$ cat src/rtl/tsu_pkg.sv
package tsu_pkg;
  localparam int SW     = 8;
  localparam int B_BSY  = 7;
  localparam int B_RDY  = 6;
  localparam int B_DWF  = 5;
  localparam int B_DSC  = 4;
  localparam int B_DRQ  = 3;
  localparam int B_CORR = 2;
  localparam int B_IDX  = 1;
  localparam int B_ERR  = 0;
  localparam logic [SW-1:0] BUSY_VIEW = 8'h80;

  typedef struct packed {
    logic cmd_start;
    logic cmd_done;
    logic cmd_err;
    logic wr_fault;
    logic drq_on;
    logic drq_off;
    logic corrected;
    logic ready;
  } core_ev_t;
endpackage

$ cat src/rtl/tsu_flags.sv
module tsu_flags
  import tsu_pkg::*;
(
  input  logic          clk,
  input  logic          rst_n,
  input  core_ev_t      ev,
  input  logic          srst,
  output logic [SW-1:0] flags
);
  logic [SW-1:0] nxt;
  logic          srst_d;

  always_comb begin
    nxt = flags;
    // leaving soft reset: drop busy, everything else already cleared
    if (srst_d) nxt[B_BSY] = 1'b0;
    if (ev.cmd_start) begin
      nxt[B_ERR]  = 1'b0;
      nxt[B_DWF]  = 1'b0;
      nxt[B_CORR] = 1'b0;
    end
    if (ev.cmd_done) begin
      nxt[B_BSY] = 1'b0;
      nxt[B_DRQ] = 1'b0;
      if (ev.cmd_err) nxt[B_ERR] = 1'b1;
    end
    if (ev.cmd_start) nxt[B_BSY]  = 1'b1;
    if (ev.drq_off)   nxt[B_DRQ]  = 1'b0;
    if (ev.drq_on)    nxt[B_DRQ]  = 1'b1;
    if (ev.wr_fault)  nxt[B_DWF]  = 1'b1;
    if (ev.corrected) nxt[B_CORR] = 1'b1;
    if (ev.ready) begin
      nxt[B_RDY] = 1'b1;
      nxt[B_DSC] = 1'b1;
    end
    nxt[B_IDX] = 1'b0;
  end

  always_ff @(posedge clk or negedge rst_n) begin
    if (!rst_n) begin
      flags  <= '0;
      srst_d <= 1'b0;
    end else begin
      srst_d <= srst;
      if (srst) flags <= BUSY_VIEW;
      else      flags <= nxt;
    end
  end

  // soft reset forces busy-only status on the next cycle
  a_r9_srst_busy_only: assert property (@(posedge clk) disable iff (!rst_n)
    srst |=> (flags == BUSY_VIEW));

  // a corrected-data event leaves the transfer state alone
  a_r5_corr_keeps_xfer: assert property (@(posedge clk) disable iff (!rst_n)
    (ev.corrected && !srst && !srst_d && !ev.cmd_start && !ev.cmd_done &&
     !ev.drq_on && !ev.drq_off)
    |=> ($stable(flags[B_BSY]) && $stable(flags[B_DRQ]) && flags[B_CORR]));

  // ready is only raised by the core ready event
  a_r2_rdy_source: assert property (@(posedge clk) disable iff (!rst_n)
    (!flags[B_RDY] && !ev.ready) |=> !flags[B_RDY]);
endmodule

$ cat src/rtl/tsu_irq.sv
module tsu_irq (
  input  logic clk,
  input  logic rst_n,
  input  logic set_ev,
  input  logic clr_ev,
  input  logic mask,
  output logic pending,
  output logic irq
);
  always_ff @(posedge clk or negedge rst_n) begin
    if (!rst_n)      pending <= 1'b0;
    else if (set_ev) pending <= 1'b1;
    else if (clr_ev) pending <= 1'b0;
  end

  assign irq = pending & ~mask;

  // set beats clear
  a_r6_set_wins: assert property (@(posedge clk) disable iff (!rst_n)
    set_ev |=> pending);

  // a clear alone drops the pending flag
  a_r6_clear: assert property (@(posedge clk) disable iff (!rst_n)
    (clr_ev && !set_ev) |=> !pending);

  // masking never drops the pending flag
  a_r8_mask_keeps: assert property (@(posedge clk) disable iff (!rst_n)
    (mask && pending && !clr_ev) |=> pending);
endmodule

$ cat src/rtl/tsu_host.sv
module tsu_host
  import tsu_pkg::*;
#(
  parameter int AW        = 4,
  parameter int STAT_ADDR = 7,
  parameter int ALT_ADDR  = 14,
  parameter int CB_LAST   = 7,
  parameter int NIEN_BIT  = 1,
  parameter int SRST_BIT  = 2
) (
  input  logic          clk,
  input  logic          rst_n,
  input  logic [AW-1:0] host_addr,
  input  logic          host_rd,
  input  logic          host_wr,
  input  logic [SW-1:0] host_wdata,
  input  logic [SW-1:0] flags,
  output logic [SW-1:0] host_rdata,
  output logic          cmd_wr_en,
  output logic          pri_read,
  output logic          nien,
  output logic          srst
);
  localparam logic [AW-1:0] A_STAT = AW'(STAT_ADDR);
  localparam logic [AW-1:0] A_ALT  = AW'(ALT_ADDR);
  localparam logic [AW-1:0] A_CBL  = AW'(CB_LAST);

  logic          hit_stat, hit_alt, ctl_wr;
  logic [SW-1:0] view;

  assign hit_stat = (host_addr == A_STAT);
  assign hit_alt  = (host_addr == A_ALT);
  assign ctl_wr   = host_wr && hit_alt;
  assign pri_read = host_rd && hit_stat;
  assign view     = flags[B_BSY] ? BUSY_VIEW : flags;
  assign host_rdata = (hit_stat || hit_alt) ? view : '0;
  assign cmd_wr_en  = host_wr && (host_addr <= A_CBL) && !flags[B_BSY];

  always_ff @(posedge clk or negedge rst_n) begin
    if (!rst_n) begin
      nien <= 1'b0;
      srst <= 1'b0;
    end else if (ctl_wr) begin
      nien <= host_wdata[NIEN_BIT];
      srst <= host_wdata[SRST_BIT];
    end
  end

  // busy hides every other flag at the port
  a_r3_busy_view: assert property (@(posedge clk) disable iff (!rst_n)
    (flags[B_BSY] && (hit_stat || hit_alt)) |-> (host_rdata == BUSY_VIEW));

  // control register write lands even while busy
  a_r10_ctl_always: assert property (@(posedge clk) disable iff (!rst_n)
    ctl_wr |=> (nien == $past(host_wdata[NIEN_BIT])));

  // both status addresses return one value (index bit low)
  a_r7_same_byte: assert property (@(posedge clk) disable iff (!rst_n)
    (hit_alt || hit_stat) |-> (host_rdata[B_IDX] == 1'b0));
endmodule

$ cat src/rtl/tsu_top.sv
module tsu_top
  import tsu_pkg::*;
(
  input  logic       clk,
  input  logic       rst_n,
  input  logic [3:0] host_addr,
  input  logic       host_rd,
  input  logic       host_wr,
  input  logic [7:0] host_wdata,
  output logic [7:0] host_rdata,
  output logic       cmd_wr_en,
  input  logic       ev_cmd_start,
  input  logic       ev_cmd_done,
  input  logic       ev_cmd_err,
  input  logic       ev_wr_fault,
  input  logic       ev_drq_on,
  input  logic       ev_drq_off,
  input  logic       ev_corrected,
  input  logic       ev_ready,
  input  logic       core_dmarq,
  output logic       dmarq,
  output logic       irq,
  output logic       srst_out
);
  core_ev_t      ev;
  logic [SW-1:0] flags;
  logic          pri_read, nien, srst, pending;

  assign ev = '{cmd_start: ev_cmd_start, cmd_done: ev_cmd_done,
                cmd_err: ev_cmd_err, wr_fault: ev_wr_fault,
                drq_on: ev_drq_on, drq_off: ev_drq_off,
                corrected: ev_corrected, ready: ev_ready};

  tsu_host #(.AW(4)) u_host (
    .clk(clk), .rst_n(rst_n), .host_addr(host_addr), .host_rd(host_rd),
    .host_wr(host_wr), .host_wdata(host_wdata), .flags(flags),
    .host_rdata(host_rdata), .cmd_wr_en(cmd_wr_en), .pri_read(pri_read),
    .nien(nien), .srst(srst)
  );

  tsu_flags u_flags (
    .clk(clk), .rst_n(rst_n), .ev(ev), .srst(srst), .flags(flags)
  );

  tsu_irq u_irq (
    .clk(clk), .rst_n(rst_n),
    .set_ev((ev_cmd_done | ev_drq_on) & ~srst),
    .clr_ev(pri_read | srst),
    .mask(nien), .pending(pending), .irq(irq)
  );

  assign dmarq    = core_dmarq & (flags[B_BSY] | flags[B_DRQ]);
  assign srst_out = srst;

  // no DMA request without busy or data request
  a_r11_dma_gated: assert property (@(posedge clk) disable iff (!rst_n)
    dmarq |-> (flags[B_BSY] || flags[B_DRQ]));

  // command-block strobe never while busy
  a_r10_cmd_locked: assert property (@(posedge clk) disable iff (!rst_n)
    cmd_wr_en |-> !flags[B_BSY]);

  // soft reset holds the interrupt low one cycle on
  a_r9_srst_no_irq: assert property (@(posedge clk) disable iff (!rst_n)
    (srst && $past(srst)) |-> !pending);
endmodule

$ cat config.mk
export PLATFORM = sky130hd
export DESIGN_NAME = tsu_top
export DESIGN_NICKNAME = d
export VERILOG_FILES = /design/src/rtl/tsu_pkg.sv /design/src/rtl/tsu_flags.sv /design/src/rtl/tsu_irq.sv /design/src/rtl/tsu_host.sv /design/src/rtl/tsu_top.sv
export SDC_FILE = /design/constraint.sdc
export NUM_CORES = 1
export LEC_CHECK = 0
export CAP_MARGIN = 20
export CORE_MARGIN = 3
export CORE_UTILIZATION = 36
export CTS_BUF_LIST = sky130_fd_sc_hd__clkbuf_8
export DETAILED_ROUTE_END_ITERATION = 12
export HOLD_SLACK_MARGIN = 0.06
export PLACE_DENSITY_LB_ADDON = 0.25
export SKIP_LAST_GASP = 1
export SLEW_MARGIN = 20
export SYNTH_ARGS = -nofsm -noshare
export SYNTH_HDL_FRONTEND = slang
export SYNTH_SLANG_ARGS = --single-unit
$ cat constraint.sdc
create_clock -name clk -period 2.8 [get_ports clk]
set_input_delay 0.56 -clock clk [delete_from_list [all_inputs] [get_ports clk]]
set_output_delay 0.56 -clock clk [all_outputs]
set_load 0.03 [all_outputs]
* Yosys cells after proc, flatten, opt, wreduce, memory -nomap -nowiden
Cells that the tools add are included.
** Storage, ports and cells
- Bits in writable memories :: 0
- Register bits after elaboration :: 12
- Bits of input ports :: 25
- Memories kept :: 0
- Logic and storage cells :: 51
- Output and inout bits :: 12
- Bits in latches :: 0
- Bits in read-only memories :: 0
** Operators by class
- Eq/ne operators :: 2
- $add $sub $neg :: 0
- Multiplexer cells :: 18
- Div/mod/pow operators :: 0
- Bitwise logic cells :: 8
- Reductions and logical operators :: 12
- Shifts and indexed selects :: 0
- Order comparisons :: 1
- Multiply operators :: 0
** Operator list (count)
- 8-bit 2-to-1 mux :: 3
- 1-bit 2-to-1 mux :: 15
- 4-bit nonzero test :: 2
- 3-bit nonzero test :: 2
- 4-bit by 3-bit equality test with 1-bit output, second input constant :: 1
- 4-bit equality test, second input constant :: 1
- 4-bit by 3-bit <= comparator with 1-bit output, second input constant :: 1
- 1-bit logical AND :: 4
- 2-bit nonzero test :: 2
- 1-bit bitwise AND :: 3
- 1-bit bitwise OR :: 3
- 1-bit inverter :: 2
- 1-bit zero test :: 1
- 1-bit logical OR :: 1

* Depth between registers and ports, before layout
Gate-level depths: netlist (run 1).
- Depth in word-level cells :: 5
- Depth in mapped cells :: 4
- Depth with buffers taken out :: 3

* By module
Synthesis (run 1) repeated with hierarchy kept, for this count alone.
** Second synthesis, totals
- Cells, all modules :: 53
- Area total of the unflattened synthesis :: 531.8 um^2
** Modules (own cells, without submodules)
- tsu_flags :: area each 276.5 um^2, cells an instance 26, instances 1, sequential area each 175.2 um^2
- tsu_host :: area each 188.9 um^2, cells an instance 20, instances 1, sequential area each 50.0 um^2
- tsu_irq :: area each 42.5 um^2, cells an instance 4, instances 1, sequential area each 25.0 um^2
- tsu_top :: area each 23.8 um^2, cells an instance 3, instances 1, sequential area each 0.0 um^2

* Worst setup path before layout (run 1)
OpenSTA, ideal clock, no wires.
- Kind :: input to output
- Start :: input host_addr[0]
- End :: output host_rdata[6]
- Data required time :: 2.240 ns
- Data arrival time :: 1.496 ns
- Buffers on the path :: 1
- Cell stages on the path :: 4
- Setup slack :: 0.744 ns
- Cells stage by stage :: xnor2_1 nor3_1 and2_1 buf_4
** On the way
- Cells in the longest elaborated chain, start to end :: 3
- Elaborated cells on any way between the ends :: 4
- Classes of those cells :: 2 x eq/ne; 1 x mux; 1 x reduce/logical
** Ends and longest elaborated chain
- start, declared :: line tsu_top.sv:6 : input logic [3:0] host_addr,
- 4-bit by 3-bit equality test with 1-bit output or 4-bit equality test (tied branches) :: line tsu_host.sv:31, tsu_host.sv:32
- 1-bit logical OR (*) :: line tsu_host.sv:36 : assign host_rdata = (hit_stat || hit_alt) ? view : '0;
- 8-bit 2-to-1 mux (*) :: line tsu_host.sv:36
- end, declared :: line tsu_top.sv:10 : output logic [7:0] host_rdata,
Every way passes the cells marked *; elsewhere a longest branch is shown, timed or not.

* Final worst setup path (run 1)
- Start :: input host_addr[3]
- End :: output host_rdata[7]
Same word-level chain as after synthesis.

==> key figures, run 1 <==
Clock tree
  • Clock Pin Slew Worst Setup and Hold Paths: 0.04 ns
  • CTS tree: yes
  • Clock tree buffer depth: 2
  • Cts repair resizes: 0
  • Root Buffer Master: clkbuf_8
  • Cts hold-fix bufs: 0
  • CTS sink cnt: 10
  • Clock Latency Late Sink: 0.23 ns
  • Htree depth: 1
  • CTS Buf Count: 3
  • Post-CTS Setup Repair Bufs: 0

Detailed routing
  • Remaining DRCs: 0
  • DRT antenna net count: 0
  • First-iteration detailed-routing DRC count: 4
  • Avg WL per Cell: 11.73 um
  • Routed WL: 1079 um
  • Via count: 427
  • Detailed Routing Iterations Pass 1: 4
  • Via density: 4.641

Final layout
  • # nets final: 105
  • Area grow syn2layout: 67.19%
  • Fin util: 68.59%
  • Share of layout cells above drive strength 1: 16.67%
  • Fill cells: 96
  • N_diodes: 0

Worst setup path
  • CP startpoint kind: primary input
  • R2R setup slack: 1.90 ns
  • Worst Path Max Fanout: 4
  • R2r startpoint: u_host.srst
  • Reg2reg path depth: 1
  • Crit path launch: host_addr[3]
  • Setup CP Type: in2out
  • Worst path arrival time: 2.12 ns
  • Worst setup EP type: output pin
  • Worst endpoint required time: 2.24 ns
  • R2R Path End: u_host.srst
  • Setup crit end: host_rdata[7]

Synth
  • Synth Net Count: 73
  • Async SR Flop Fraction: 100.0%
  • Synth Register Bits: 10
  • Synth cell types: 20
  • Yosys warning count: 0
  • Cell Area, Synth: 480.5 um2
  • Synth Flop Type: dfrtp_1
  • Ranking of synthesized cells by area: dfrtp_1 52%, nor2_1 7.0%, and2_1 6.5%
  • EDFF count, synth: 0
  • Gate Count Post-Synth: 48
  • Yosys top cell area share: 52.08%
  • Most frequent cell after synthesis: dfrtp_1
  • Yosys top cell by area: dfrtp_1
  • Syn avg cell area: 10.01 um2
  • Most common library cells after synthesis: 10 x dfrtp_1, 9 x nor2_1, 5 x and2_1, 4 x a21oi_1
  • Seq/Total Area, Yosys: 52.08%

Timing
  • Final Slew Violations: 0
  • Clock skew: 0.003889 ns
  • Fmax: 0.3729 GHz
  • Final Cycle Share: 95.79%
  • Fin. Hold Viols: 0
  • RSZ-0062 raised after global routing: false
  • # setup viols final: 0
  • Final total negative setup slack: 0 ns
  • Period minus WS final: 2.682 ns

Die
  • Chip width: 42.53 um
  • Row count: 12
  • Number of placed I/O pins: 37
  • Die height: 42.53 um
  • Die footprint: 1809 um2
  • Initial Utilization: 41.03%
  • Core area: 1171 um2

Placement
  • Post-DP HPWL: 875.1 um
  • Buffers on Ports: 29
  • Gpl congestion: 0.7487

Power
  • Pleak: 0.3578 nW
  • PwrDens: 567.5 nW/um2
  • Design Power: 0.4558 mW
  • Worst vdd ir: 485.1 uV

Run status
  • Status: finished clean

Global routing
  • Congestion Overflow GR: 0
  • Largest net degree at the start of global routing: 11
  • Initial antenna violation count: 0
  • GRT Overall Usage: 13.22%
  • First-pass GRT wire length: 1814 um
  • Vias in the first global route: 408

Worst hold path
  • Beginning of the worst hold path: u_flags.flags[4]
  • Hold/Removal Path Class: reg2reg

Flow run
  • Maxcap violations: 0
==> state kept, by name, summed over array words and instances (netlist names) <==
name	count
u_host.srst	1
u_flags.flags	6
u_irq.pending	1
u_host.nien	1
u_flags.srst_d	1
==> cell type report <==
cell class | count | area [um2] | share of cell area, %
multi-input cells | 34 | 207.7 | 25.86
clock buffers | 3 | 41.29 | 5.140
inverters | 1 | 3.754 | 0.4673
well taps | 14 | 17.52 | 2.181
repair buffers | 30 | 282.8 | 35.20
flip-flops and latches | 10 | 250.2 | 31.15
==> worst min path at each step <==
stage          depth (start not counted)  slack (ns)          endpoint
4_1_cts                                2        0.50  u_flags.flags[4]
3_3_place_gp                           2        0.47  u_flags.flags[4]
2_1_floorplan                          0        0.26  u_flags.flags[0]
6_report                               2        0.49  u_flags.flags[4]
5_1_grt                                2        0.52  u_flags.flags[4]
3_5_place_dp                           2        0.49  u_flags.flags[4]
==> cell usage in the layout, fill, tap and decap left out, types with 2 or more instances in the layout <==
cell and n:
dfrtp_1 10, nand2_1 2, buf_4 7, clkdlybuf4s50_1 23, nor2_1 9, nor3b_1 2, and2_1 5, mux2_4 2
a21oi_1 4, clkbuf_8 3
==> stage by stage <==
step	area (um2)	setup slack (ns)	instances	hold slack (ns)
after floorplan	480.5	0.7438	48	0.2644
after global placement	762.0	0.1401	89	0.4693
after detailed placement	762.0	0.1229	89	0.4888
after CTS	803.3	0.1160	92	0.4973
after global routing	803.3	0.02394	92	0.5246
final	803.3	0.1180	92	0.4936
==> cells by family after synthesis <==
kind of cell	synth area share, %
xor gates and xnor gates	1.823
and+or+nand+nor	24.22
buffers and inverters	4.685
muxes	6.250
AOI/OAI and AO/OA	10.16
DFF	52.08
other	0.7805
==> power by group <==
part | switching, mW | internal, mW | total [mW] | leakage (nW)
clock network | 0.0450 | 0.0931 | 0.138 | 0.0216
registers | 0.0226 | 0.174 | 0.197 | 0.119
logic | 0.0547 | 0.0664 | 0.121 | 0.217
==> critical path, stage by stage <==
cell and delay (ns):
clkdlybuf4s50_1 0.55, xnor2_1 0.11, nor3b_1 0.20, clkdlybuf4s50_1 0.70
==> routing by layer <==
metal	vias up	global-route usage, %	part of all wire, %
li1	217	-	-
met1	195	16.31	43
met3	0	7.725	8.4
met2	15	20.36	49
met4	0	1.863	0
met5	-	0	0
Note: power is estimated with default switching activity, not from simulation.
==> inputs of run 2 (changes only) <==
Settings changed: CORE_MARGIN 3 to 2.
==> key figures, run 2 (synthesis results as in run 1) <==
Die
  • Die height: 40.53 um (-4.7%)
  • Chip width: 40.53 um (-4.7%)
  • Die footprint: 1643 um2 (-9.2%)
  • Core area: 1269 um2 (+8.3%)
  • Initial Utilization: 37.87% (-3.2 points)
  • Number of placed I/O pins: 37 (unchanged)
  • Row count: 13 (+1)

Detailed routing
  • Via density: 4.699 (+1.2%)
  • Detailed Routing Iterations Pass 1: 4 (unchanged)
  • DRT antenna net count: 0 (unchanged)
  • M1 wire length: 446 um (-3.3%)
  • First-iteration detailed-routing DRC count: 3 (-1)
  • Metal2 WL: 511 um (-2.9%)
  • Met3 WL: 114 um (+25%)
  • Remaining DRCs: 0 (unchanged)
  • Routed WL: 1086 um (+0.65%)
  • Avg WL per Cell: 11.68 um (-0.43%)
  • Top layer in use: met4
  • Via count: 437 (+2.3%)

Final layout
  • Largest Register: u_flags.flags
  • Register area: 250.2 um2 (unchanged)
  • Share of layout cells above drive strength 1: 16.67% (unchanged)
  • Max FFs per register: 6 (unchanged)
  • Fill cells: 115 (+20%)
  • Most common cell after layout, fill and taps aside: clkdlybuf4s50_1
  • Area of the multi-input gates: 207.7 um2 (unchanged)
  • # nets final: 104 (-0.95%)
  • N_diodes: 0 (unchanged)
  • Commonest non-fill, non-tap cells in the layout: 23 x clkdlybuf4s50_1, 10 x dfrtp_1, 9 x nor2_1, 6 x buf_4, 5 x and2_1
  • Area grow syn2layout: 68.75%

Global routing
  • Initial antenna violation count: 0 (unchanged)
  • Congestion Overflow GR: 0 (unchanged)
  • GRT Overall Usage: 15.97% (+2.8 points)
  • Largest net degree at the start of global routing: 11 (unchanged)
  • First-pass GRT wire length: 1600 um (-12%)
  • Vias in the first global route: 373 (-8.6%)

Timing
  • # setup viols final: 0 (unchanged)
  • Final Cycle Share: 95.63% (-0.16 points)
  • Final Slew Violations: 0 (unchanged)
  • Final hold slack: 0.4871 ns (-0.006508 ns)
  • Final total negative setup slack: 0 ns (unchanged)
  • Fmax: 0.3735 GHz (+0.16%)
  • Fin. Hold Viols: 0 (unchanged)
  • RSZ-0062 raised after global routing: false
  • Clock skew: 0.002919 ns (-0.0009699 ns)
  • Period minus WS final: 2.678 ns (-0.004354 ns)

Clock tree
  • Clock Latency Late Sink: 0.24 ns (about the same)
  • Cts repair resizes: 0 (unchanged)
  • Clock Pin Slew Worst Setup and Hold Paths: 0.05 ns (about the same)
  • CTS Buf Count: 3 (unchanged)
  • Htree depth: 1 (unchanged)
  • Cts hold-fix bufs: 0 (unchanged)
  • Post-CTS Setup Repair Bufs: 0 (unchanged)
  • Root Buffer Master: clkbuf_8
  • Clock tree buffer depth: 2 (unchanged)
  • CTS sink cnt: 10 (unchanged)
  • CTS tree: yes

Power
  • Pleak: 0.3596 nW (+0.50%)
  • Worst vdd ir: 366.0 uV (-25%)
  • PwrDens: 613.3 nW/um2 (+8.1%)

Worst hold path
  • Hold/Removal Path Class: reg2reg
  • Hold path cells: 2 (unchanged)

Worst setup path
  • CP startpoint kind: primary input
  • Worst Path Max Fanout: 4 (unchanged)
  • Setup CP Type: in2out
  • Worst setup EP type: output pin
  • Reg2reg path depth: 1 (unchanged)
  • Worst endpoint required time: 2.24 ns (about the same)
  • Worst path arrival time: 2.12 ns (about the same)

Placement
  • Buffers on Ports: 29 (unchanged)
  • Gpl congestion: 0.6987 (-6.7%)

Run status
  • Status: finished clean

Flow run
  • Maxcap violations: 0 (unchanged)
==> run 2: cell types whose count changed in the layout (fill, tap and decap cells not counted), sizes merged <==
cell | before | now
clkbuf | 3 | 4
buf | 7 | 6
==> run 2: cell type report <==
type                            count  share of cell area [%]
Inverter                            1                  0.4630
Timing Repair Buffer               29                   33.95
Multi-Input combinational cell     34                   25.62
Clock buffer                        4                   6.790
Sequential cell                    10                   30.86
Tap cell                           15                   2.315
==> run 2: report_power, final <==
group	total, mW	internal, mW	switching [mW]
combinational	0.121	0.0659	0.0548
clock	0.181	0.124	0.0569
sequential	0.196	0.174	0.0223
==> run 2: through the flow <==
step	total power, mW	instance area [um2]	setup WS, ns	instances	utilization, %
after floorplan	0.2598	480.5	0.7438	48	-
after global placement	0.3169	755.7	0.1588	89	59.57
after detailed placement	0.3195	755.7	0.1196	89	59.57
after CTS	0.5036	810.8	0.1204	93	63.91
after global routing	0.5225	810.8	0.01086	93	63.91
final	0.4972	810.8	0.1223	93	63.91
==> run 2: worst paths after layout <==
check | slack, ns | startpoint | endpoint
max in group asynchronous | 1.86 | rst_n | u_irq.pending
setup reg to reg | 1.90 | u_host.srst | u_host.srst
hold / removal | 0.49 | u_flags.flags[4] | u_flags.flags[4]
setup / recovery | 0.12 | host_addr[3] | host_rdata[7]
min in group asynchronous | 0.63 | rst_n | u_flags.flags[3]
hold reg to reg | 0.49 | u_flags.flags[4] | u_flags.flags[4]
==> run 2: worst max-delay path, cell delays in order <==
cell and delay [ns]:
clkdlybuf4s50_1 0.54, xnor2_1 0.11, nor3b_1 0.21, clkdlybuf4s50_1 0.70
==> run 2: metal layers <==
layer,GRT usage (%),up-vias
met5,0,-
met4,7.500,0
met3,8.333,2
met2,25.00,19
met1,17.71,199
li1,-,217
